[config.mk]
export PLATFORM = sky130hd
export DESIGN_NAME = core_irq_router
export DESIGN_NICKNAME = d
export VERILOG_FILES = /design/src/rtl/irq_router_pkg.sv /design/src/rtl/irq_ctl_regs.sv /design/src/rtl/irq_core_steer.sv /design/src/rtl/irq_read_mux.sv /design/src/rtl/core_irq_router.sv
export SDC_FILE = /design/constraint.sdc
export NUM_CORES = 1
export LEC_CHECK = 0
export BUFFER_PORTS_ARGS = -buffer_cell sky130_fd_sc_hd__buf_2
export CORE_UTILIZATION = 45
export DETAILED_ROUTE_END_ITERATION = 10
export PLACE_DENSITY = 0.81
export SETUP_SLACK_MARGIN = 0.02
export SLEW_MARGIN = 20
export SYNTH_ARGS = -nofsm -noshare
export SYNTH_HDL_FRONTEND = slang
export SYNTH_SLANG_ARGS = --single-unit
[constraint.sdc]
create_clock -name clk -period 5.35 [get_ports clk]
set_input_delay 1.605 -clock clk [delete_from_list [all_inputs] [get_ports clk]]
set_output_delay 1.605 -clock clk [all_outputs]
set_load 0.005 [all_outputs]
[src/rtl/irq_router_pkg.sv]
`timescale 1ns/1ps
package irq_router_pkg;
  localparam int DATA_W    = 32;
  localparam int ADDR_W    = 8;
  localparam int CTL_W     = 8;
  localparam int SRC_N     = 4;   // timer sources and mailboxes per core
  localparam int CORE_W    = 2;

  // pending-word bit positions
  localparam int POS_TMR   = 0;
  localparam int POS_MBX   = 4;
  localparam int POS_UP    = 8;
  localparam int POS_LT    = 11;

  // register offsets
  localparam logic [ADDR_W-1:0] OFF_ROUTE = 8'h0C;
  localparam logic [ADDR_W-1:0] OFF_TMR   = 8'h40;
  localparam logic [ADDR_W-1:0] OFF_MBX   = 8'h50;
  localparam logic [ADDR_W-1:0] OFF_IRQW  = 8'h60;
  localparam logic [ADDR_W-1:0] OFF_FIQW  = 8'h70;

  typedef struct packed {
    logic [CORE_W-1:0] fiq_core;
    logic [CORE_W-1:0] irq_core;
  } up_route_t;

  // returns {to_fiq, to_irq}; FIQ enable dominates
  function automatic logic [1:0] pair_steer(input logic irq_en,
                                            input logic fiq_en,
                                            input logic lvl);
    pair_steer = {lvl & fiq_en, lvl & irq_en & ~fiq_en};
  endfunction
endpackage

[src/rtl/irq_ctl_regs.sv]
`timescale 1ns/1ps
module irq_ctl_regs
  import irq_router_pkg::*;
#(
  parameter int NUM_CORES = 4
) (
  input  logic                            clk,
  input  logic                            rst_n,
  input  logic                            reg_we_i,
  input  logic [ADDR_W-1:0]               reg_addr_i,
  input  logic [DATA_W-1:0]               reg_wdata_i,
  output up_route_t                       route_o,
  output logic [NUM_CORES-1:0][CTL_W-1:0] tmr_ctl_o,
  output logic [NUM_CORES-1:0][CTL_W-1:0] mbx_ctl_o
);
  up_route_t                       route_q, route_d;
  logic                            route_en;
  logic [NUM_CORES-1:0][CTL_W-1:0] tmr_q, tmr_d, mbx_q, mbx_d;
  logic [NUM_CORES-1:0]            tmr_en, mbx_en;

  // next-state and clock enables
  always_comb begin
    route_en = reg_we_i && (reg_addr_i == OFF_ROUTE);
    route_d  = up_route_t'(reg_wdata_i[2*CORE_W-1:0]);
    for (int c = 0; c < NUM_CORES; c++) begin
      tmr_en[c] = reg_we_i && (reg_addr_i == OFF_TMR + ADDR_W'(4*c));
      mbx_en[c] = reg_we_i && (reg_addr_i == OFF_MBX + ADDR_W'(4*c));
      tmr_d[c]  = reg_wdata_i[CTL_W-1:0];
      mbx_d[c]  = reg_wdata_i[CTL_W-1:0];
    end
  end

  always_ff @(posedge clk or negedge rst_n) begin
    if (!rst_n) begin
      route_q <= '0;
      tmr_q   <= '0;
      mbx_q   <= '0;
    end else begin
      if (route_en) route_q <= route_d;
      for (int c = 0; c < NUM_CORES; c++) begin
        if (tmr_en[c]) tmr_q[c] <= tmr_d[c];
        if (mbx_en[c]) mbx_q[c] <= mbx_d[c];
      end
    end
  end

  assign route_o   = route_q;
  assign tmr_ctl_o = tmr_q;
  assign mbx_ctl_o = mbx_q;

  // a write to core 0 timer control keeps the low byte of the data
  a_r9_ctl_low_byte: assert property (@(posedge clk) disable iff (!rst_n)
    (reg_we_i && reg_addr_i == OFF_TMR) |=> (tmr_q[0] == $past(reg_wdata_i[CTL_W-1:0])));

  // misaligned writes touch nothing
  a_r10_misaligned_ignored: assert property (@(posedge clk) disable iff (!rst_n)
    (reg_we_i && reg_addr_i[1:0] != 2'b00) |=>
      ($stable(route_q) && $stable(tmr_q) && $stable(mbx_q)));
endmodule

[src/rtl/irq_core_steer.sv]
`timescale 1ns/1ps
module irq_core_steer
  import irq_router_pkg::*;
(
  input  logic              clk,
  input  logic              rst_n,
  input  logic [SRC_N-1:0]  tmr_lvl_i,
  input  logic [SRC_N-1:0]  mbx_lvl_i,
  input  logic [CTL_W-1:0]  tmr_ctl_i,
  input  logic [CTL_W-1:0]  mbx_ctl_i,
  input  logic              up_irq_i,
  input  logic              up_fiq_i,
  input  logic              lt_irq_i,
  input  logic              lt_fiq_i,
  output logic [DATA_W-1:0] irq_word_o,
  output logic [DATA_W-1:0] fiq_word_o
);
  logic [1:0] tmr_sel [SRC_N];
  logic [1:0] mbx_sel [SRC_N];

  always_comb begin
    irq_word_o = '0;
    fiq_word_o = '0;
    for (int s = 0; s < SRC_N; s++) begin
      tmr_sel[s] = pair_steer(tmr_ctl_i[s], tmr_ctl_i[s+SRC_N], tmr_lvl_i[s]);
      mbx_sel[s] = pair_steer(mbx_ctl_i[s], mbx_ctl_i[s+SRC_N], mbx_lvl_i[s]);
      irq_word_o[POS_TMR+s] = tmr_sel[s][0];
      fiq_word_o[POS_TMR+s] = tmr_sel[s][1];
      irq_word_o[POS_MBX+s] = mbx_sel[s][0];
      fiq_word_o[POS_MBX+s] = mbx_sel[s][1];
    end
    irq_word_o[POS_UP] = up_irq_i;
    fiq_word_o[POS_UP] = up_fiq_i;
    irq_word_o[POS_LT] = lt_irq_i;
    fiq_word_o[POS_LT] = lt_fiq_i;
  end

  // a per-core source never shows in both words
  a_r3_fiq_over_irq: assert property (@(posedge clk) disable iff (!rst_n)
    (irq_word_o[POS_MBX+SRC_N-1:POS_TMR] & fiq_word_o[POS_MBX+SRC_N-1:POS_TMR]) == '0);

  for (genvar s = 0; s < SRC_N; s++) begin : g_mask_chk
    // no enable bit, no delivery
    a_r2_masked: assert property (@(posedge clk) disable iff (!rst_n)
      (!tmr_ctl_i[s] && !tmr_ctl_i[s+SRC_N]) |->
        (!irq_word_o[POS_TMR+s] && !fiq_word_o[POS_TMR+s]));
    // same rule for mailboxes
    a_r4_mbx_masked: assert property (@(posedge clk) disable iff (!rst_n)
      (!mbx_ctl_i[s] && !mbx_ctl_i[s+SRC_N]) |->
        (!irq_word_o[POS_MBX+s] && !fiq_word_o[POS_MBX+s]));
  end
endmodule

[src/rtl/irq_read_mux.sv]
`timescale 1ns/1ps
module irq_read_mux
  import irq_router_pkg::*;
#(
  parameter int NUM_CORES = 4
) (
  input  logic [ADDR_W-1:0]                reg_addr_i,
  input  up_route_t                        route_i,
  input  logic [NUM_CORES-1:0][CTL_W-1:0]  tmr_ctl_i,
  input  logic [NUM_CORES-1:0][CTL_W-1:0]  mbx_ctl_i,
  input  logic [NUM_CORES-1:0][DATA_W-1:0] irq_word_i,
  input  logic [NUM_CORES-1:0][DATA_W-1:0] fiq_word_i,
  output logic [DATA_W-1:0]                rdata_o
);
  localparam int PAD_W = DATA_W - CTL_W;

  always_comb begin
    rdata_o = '0;
    if (reg_addr_i == OFF_ROUTE)
      rdata_o = {{(DATA_W-2*CORE_W){1'b0}}, route_i};
    for (int c = 0; c < NUM_CORES; c++) begin
      if (reg_addr_i == OFF_TMR + ADDR_W'(4*c))  rdata_o = {{PAD_W{1'b0}}, tmr_ctl_i[c]};
      if (reg_addr_i == OFF_MBX + ADDR_W'(4*c))  rdata_o = {{PAD_W{1'b0}}, mbx_ctl_i[c]};
      if (reg_addr_i == OFF_IRQW + ADDR_W'(4*c)) rdata_o = irq_word_i[c];
      if (reg_addr_i == OFF_FIQW + ADDR_W'(4*c)) rdata_o = fiq_word_i[c];
    end
  end
endmodule

[src/rtl/core_irq_router.sv]
`timescale 1ns/1ps
module core_irq_router
  import irq_router_pkg::*;
#(
  parameter int NUM_CORES = 4
) (
  input  logic                         clk,
  input  logic                         rst_n,
  input  logic [NUM_CORES*SRC_N-1:0]   tmr_lvl_i,
  input  logic [NUM_CORES*SRC_N-1:0]   mbx_lvl_i,
  input  logic                         up_irq_i,
  input  logic                         up_fiq_i,
  input  logic                         lt_req_i,
  input  logic [CORE_W:0]              lt_route_i,
  input  logic                         reg_we_i,
  input  logic [ADDR_W-1:0]            reg_addr_i,
  input  logic [DATA_W-1:0]            reg_wdata_i,
  output logic [DATA_W-1:0]            reg_rdata_o,
  output logic [NUM_CORES-1:0]         irq_o,
  output logic [NUM_CORES-1:0]         fiq_o
);
  up_route_t                        route;
  logic [NUM_CORES-1:0][CTL_W-1:0]  tmr_ctl, mbx_ctl;
  logic [NUM_CORES-1:0][DATA_W-1:0] irq_word, fiq_word;
  logic [NUM_CORES-1:0]             up_irq_hit, up_fiq_hit, lt_irq_hit, lt_fiq_hit;
  logic [NUM_CORES-1:0]             up_bit_seen, lt_bit_irq, lt_bit_fiq;

  irq_ctl_regs #(.NUM_CORES(NUM_CORES)) u_regs (
    .clk        (clk),
    .rst_n      (rst_n),
    .reg_we_i   (reg_we_i),
    .reg_addr_i (reg_addr_i),
    .reg_wdata_i(reg_wdata_i),
    .route_o    (route),
    .tmr_ctl_o  (tmr_ctl),
    .mbx_ctl_o  (mbx_ctl)
  );

  for (genvar c = 0; c < NUM_CORES; c++) begin : g_core
    assign up_irq_hit[c] = up_irq_i && (route.irq_core == CORE_W'(c));
    assign up_fiq_hit[c] = up_fiq_i && (route.fiq_core == CORE_W'(c));
    assign lt_irq_hit[c] = lt_req_i && !lt_route_i[CORE_W] && (lt_route_i[CORE_W-1:0] == CORE_W'(c));
    assign lt_fiq_hit[c] = lt_req_i &&  lt_route_i[CORE_W] && (lt_route_i[CORE_W-1:0] == CORE_W'(c));

    irq_core_steer u_steer (
      .clk       (clk),
      .rst_n     (rst_n),
      .tmr_lvl_i (tmr_lvl_i[c*SRC_N +: SRC_N]),
      .mbx_lvl_i (mbx_lvl_i[c*SRC_N +: SRC_N]),
      .tmr_ctl_i (tmr_ctl[c]),
      .mbx_ctl_i (mbx_ctl[c]),
      .up_irq_i  (up_irq_hit[c]),
      .up_fiq_i  (up_fiq_hit[c]),
      .lt_irq_i  (lt_irq_hit[c]),
      .lt_fiq_i  (lt_fiq_hit[c]),
      .irq_word_o(irq_word[c]),
      .fiq_word_o(fiq_word[c])
    );

    assign irq_o[c]       = |irq_word[c];
    assign fiq_o[c]       = |fiq_word[c];
    assign up_bit_seen[c] = irq_word[c][POS_UP];
    assign lt_bit_irq[c]  = irq_word[c][POS_LT];
    assign lt_bit_fiq[c]  = fiq_word[c][POS_LT];

    // unused positions of the pending words stay zero
    a_r8_reserved_zero: assert property (@(posedge clk) disable iff (!rst_n)
      (irq_word[c][DATA_W-1:POS_LT+1] == '0) && (irq_word[c][POS_LT-1:POS_UP+1] == '0) &&
      (fiq_word[c][DATA_W-1:POS_LT+1] == '0) && (fiq_word[c][POS_LT-1:POS_UP+1] == '0));
  end

  irq_read_mux #(.NUM_CORES(NUM_CORES)) u_rmux (
    .reg_addr_i(reg_addr_i),
    .route_i   (route),
    .tmr_ctl_i (tmr_ctl),
    .mbx_ctl_i (mbx_ctl),
    .irq_word_i(irq_word),
    .fiq_word_i(fiq_word),
    .rdata_o   (reg_rdata_o)
  );

  // the upstream IRQ reaches at most one core
  a_r5_up_one_core: assert property (@(posedge clk) disable iff (!rst_n)
    $onehot0(up_bit_seen));

  // the local timer lands on at most one line of one core
  a_r6_lt_one_line: assert property (@(posedge clk) disable iff (!rst_n)
    $onehot0({lt_bit_irq, lt_bit_fiq}));

  // no request, no local-timer bit anywhere
  a_r6_lt_idle: assert property (@(posedge clk) disable iff (!rst_n)
    !lt_req_i |-> ($countones({lt_bit_irq, lt_bit_fiq}) == 0));
endmodule

==> results.md <==
- Status: finished clean
- CTS tree: yes
- Mapped cell area: 0.00511 mm^2
- Crit path DAT: 3.64 ns
- Nets: 720
- Core ar.: 0.0109 mm^2
- Row count: 38
- Final Hold Viols: 0
- Die width: 109 um
- Antenna violations before repair: 1
- Synth unique cells: 66
- Number of flops mapped to enable cells by yosys: 0
- Sum of negative setup slack: 0 ns
- Wirelength per Cell: 22.5 um
- Fmax: 0.191 GHz
- Overflow left after global routing: 0
- Global-route usage over all layers: 31.6%
- Syn Area/Cell: 9.17 um^2
- Max-cap check violation count: 0
- Ant diodes: 0
- Flop pwr share: 41.2%
- Slew Viols, Final: 0
- Vias: 5145
- Final Non-Filler Cells: 784
- Clk pin slew, worst setup/hold paths: 0.05 ns
- Crit path max fanout: 26
- Top-level I/O count: 121
- Worst-margin pin slew: 0.799 ns
- Crit end category: output port
- Area grow syn2layout: 16.0%
- Initial drt markers: 835
- Die ar.: 0.0118 mm^2
- Hold Worst Slack: 0.519 ns
- Register area share after synthesis: 33.3%
- TritonCTS Buffers: 9
- Detail Route Antenna Nets: 0
- Yosys warns: 0
- Mapped Cells: 557
- CP startpoint kind: input pin
- Peak VDD IR: 0.000185 V
- Post-Route Skew: 0 ns
- Psw: 0.383 mW
- DRC errors left: 0
- Worst Hold Class: reg2reg
- Layout cells sized above 1: 31.2%
- Largest net degree at the start of global routing: 38
- Clk pwr share: 42.5%
- Vias in the first global route: 4838
- Longest Clk Path Bufs: 2
- Starting density of the core: 46.7%
- Root buffer cell: clkbuf_16
- Required time of the worst setup path: 3.74 ns
- Hold_buf cts: 0
- Headroom to the max-slew limit: 46.1%
- Pre-Repair DR Iteration Count: 8
- Drt via density: 6.56
- Tmin final: 5.24 ns
- Clock latency on the worst-skew pair: 0.34 ns
- Synth Register Bits: 68
- Fin crit share: 98.0%
- RSZ-0062 raised after global routing: false
- Final Wtd Congestion: 0.985
- Postcts setup bufs: 0
- Async SR Flop Fraction: 100%
- Total Wirelength: 17600 um
- Post-cts gate resize count: 0
- Critical path class: in2out
- First-pass GRT wire length: 27400 um
- Part of the power in combinational logic: 16.3%
- Worst R2R Path Depth: 1
- Synth Flop Type: dfrtp_1
- Final-layout fill cell count: 1004
- Number of H-tree levels: 3
- Total leakage power: 2.67 nW
- Sw Share: 27.6%
- PwrDens: 234 mW/mm^2
- Min-Delay Path Depth: 1
- Sink Count: 68
- P_int: 1.00 mW
- Number of cells after detailed placement: 768
- Input/output buffers: 74
- Detailed placement HPWL: 13300 um
- Final setup viols: 0
- Die Y: 109 um
## through the flow
stage | cell area, um^2 | total power [mW] | util, % | worst slack, ns
floorplan | 5180 | 0.694 | - | 0.761
global placement | 5620 | 0.790 | 51.4 | 0.180
detailed placement | 5620 | 0.797 | 51.4 | 0.141
CTS | 5920 | 1.39 | 54.1 | 0.140
global route | 5920 | 1.43 | 54.1 | 0.0277
finish | 5920 | 1.38 | 54.1 | 0.109
## logic make-up (layout without fill, tap and decap cells)
logic type	after synthesis	count (layout)	synth area share, %
AOI/OAI and AO/OA	149	149	20.1
xor gates and xnor gates	4	4	0.686
buffers and inverters	60	126	6.81
DFF	68	68	33.3
muxes	73	73	16.0
other	1	22	0.0734
and+or+nand+nor	202	202	23.0
## final cells by class
class                           instances  area [um^2]  area share, %
Multi-Input combinational cell        450         3150           53.2
Sequential cell                        68         1700           28.7
Timing Repair Buffer                   98          553           9.34
Clock buffer                           12          246           4.16
Tap cell                              140          175           2.96
Clock inverter                          4         48.8          0.824
Inverter                               12         45.0          0.761
## sequential cells by signal, indices dropped and copies added, names as in the netlist
register	flops
u_regs.route_o	4
u_regs.mbx_ctl_o	32
u_regs.tmr_ctl_o	32
## path summary, 6_finish.rpt
path / start / endpoint / slack [ns]
max in group asynchronous: rst_n / u_regs.tmr_ctl_o[19] / 3.06
max reg2reg: u_regs.route_o[1] / u_regs.route_o[1] / 4.45
min reg2reg: u_regs.tmr_ctl_o[3] / u_regs.tmr_ctl_o[3] / 0.52
min: u_regs.tmr_ctl_o[3] / u_regs.tmr_ctl_o[3] / 0.52
min in group asynchronous: rst_n / u_regs.mbx_ctl_o[2] / 1.33
max: reg_addr_i[4] / reg_rdata_o[7] / 0.11
## synth_stat cells, types with 3 or more instances
library cell  count  area, um^2
a311oi_1          4        35.0
a21boi_0          3        22.5
xnor2_1           3        26.3
o21ai_0          34         170
o22ai_1           6        37.5
nor2b_1          10        62.6
a21oi_1          22         110
buf_2            14        70.1
a22o_1            6        52.6
a32oi_1           6        52.6
and3_1            5        31.3
o32a_1            3        30.0
buf_4            28         210
dfrtp_1          68        1700
nand2b_1         12        75.1
a31oi_1          10        62.6
inv_1            12        45.0
mux2_2           70         788
clkbuf_1          3        11.3
nand3_1          27         135
nand4_1           4        25.0
a211oi_1          8        60.1
and3b_1           5        43.8
nand3b_1         15         113
a22oi_1           9        67.6
nor2_1           20        75.1
o211ai_1         14         105
nand2_1          62         233
a221o_1           3        30.0
buf_1             3        11.3
mux2i_1           3        30.0
nand3_2           5        50.1
nor3_1            9        45.0
nor3b_1           5        37.5
o311ai_0          3        26.3
## metal layers
layer	share of wire, %	track usage (%)	up-vias
met2	46	49.7	377
met5	0	0	-
met3	11	4.70	50
li1	-	-	2231
met4	3.4	14.9	0
met1	40	42.5	2487
## worst max-delay path: stages
cell and delay [ns]:
buf_2 0.44, nand2b_1 0.25, nor2_2 0.36, buf_4 0.24
nand3_1 0.16, o21ai_0 0.15, a21oi_1 0.09, o211ai_1 0.16
buf_2 0.17
## power by group through the flow
stage          Clock, mW  Sequential (mW)  Combinational, mW
2_1_floorplan          0            0.566              0.128
3_3_place_gp           0            0.574              0.215
3_5_place_dp           0            0.577              0.220
4_1_cts            0.598            0.568              0.221
5_1_grt            0.615            0.573              0.243
6_report           0.589            0.570              0.226
## placed cells by master, fill, tap and decap left out, drive strengths merged, types with 4 or more instances in the layout
cell type,instances
o22ai,6
o21ai,34
dfrtp,68
nor3b,5
nand4,4
conb,22
a31oi,10
nor2,21
clkbuf,13
a32oi,6
o211ai,14
nand2,63
a21oi,22
a22oi,9
buf,97
a22o,6
nor3,10
mux2,70
nand3,34
inv,12
and3,5
and3b,5
nand2b,12
nor2b,10
nand3b,15
a211oi,8
a311oi,4
(Power assumes the default switching activity.)
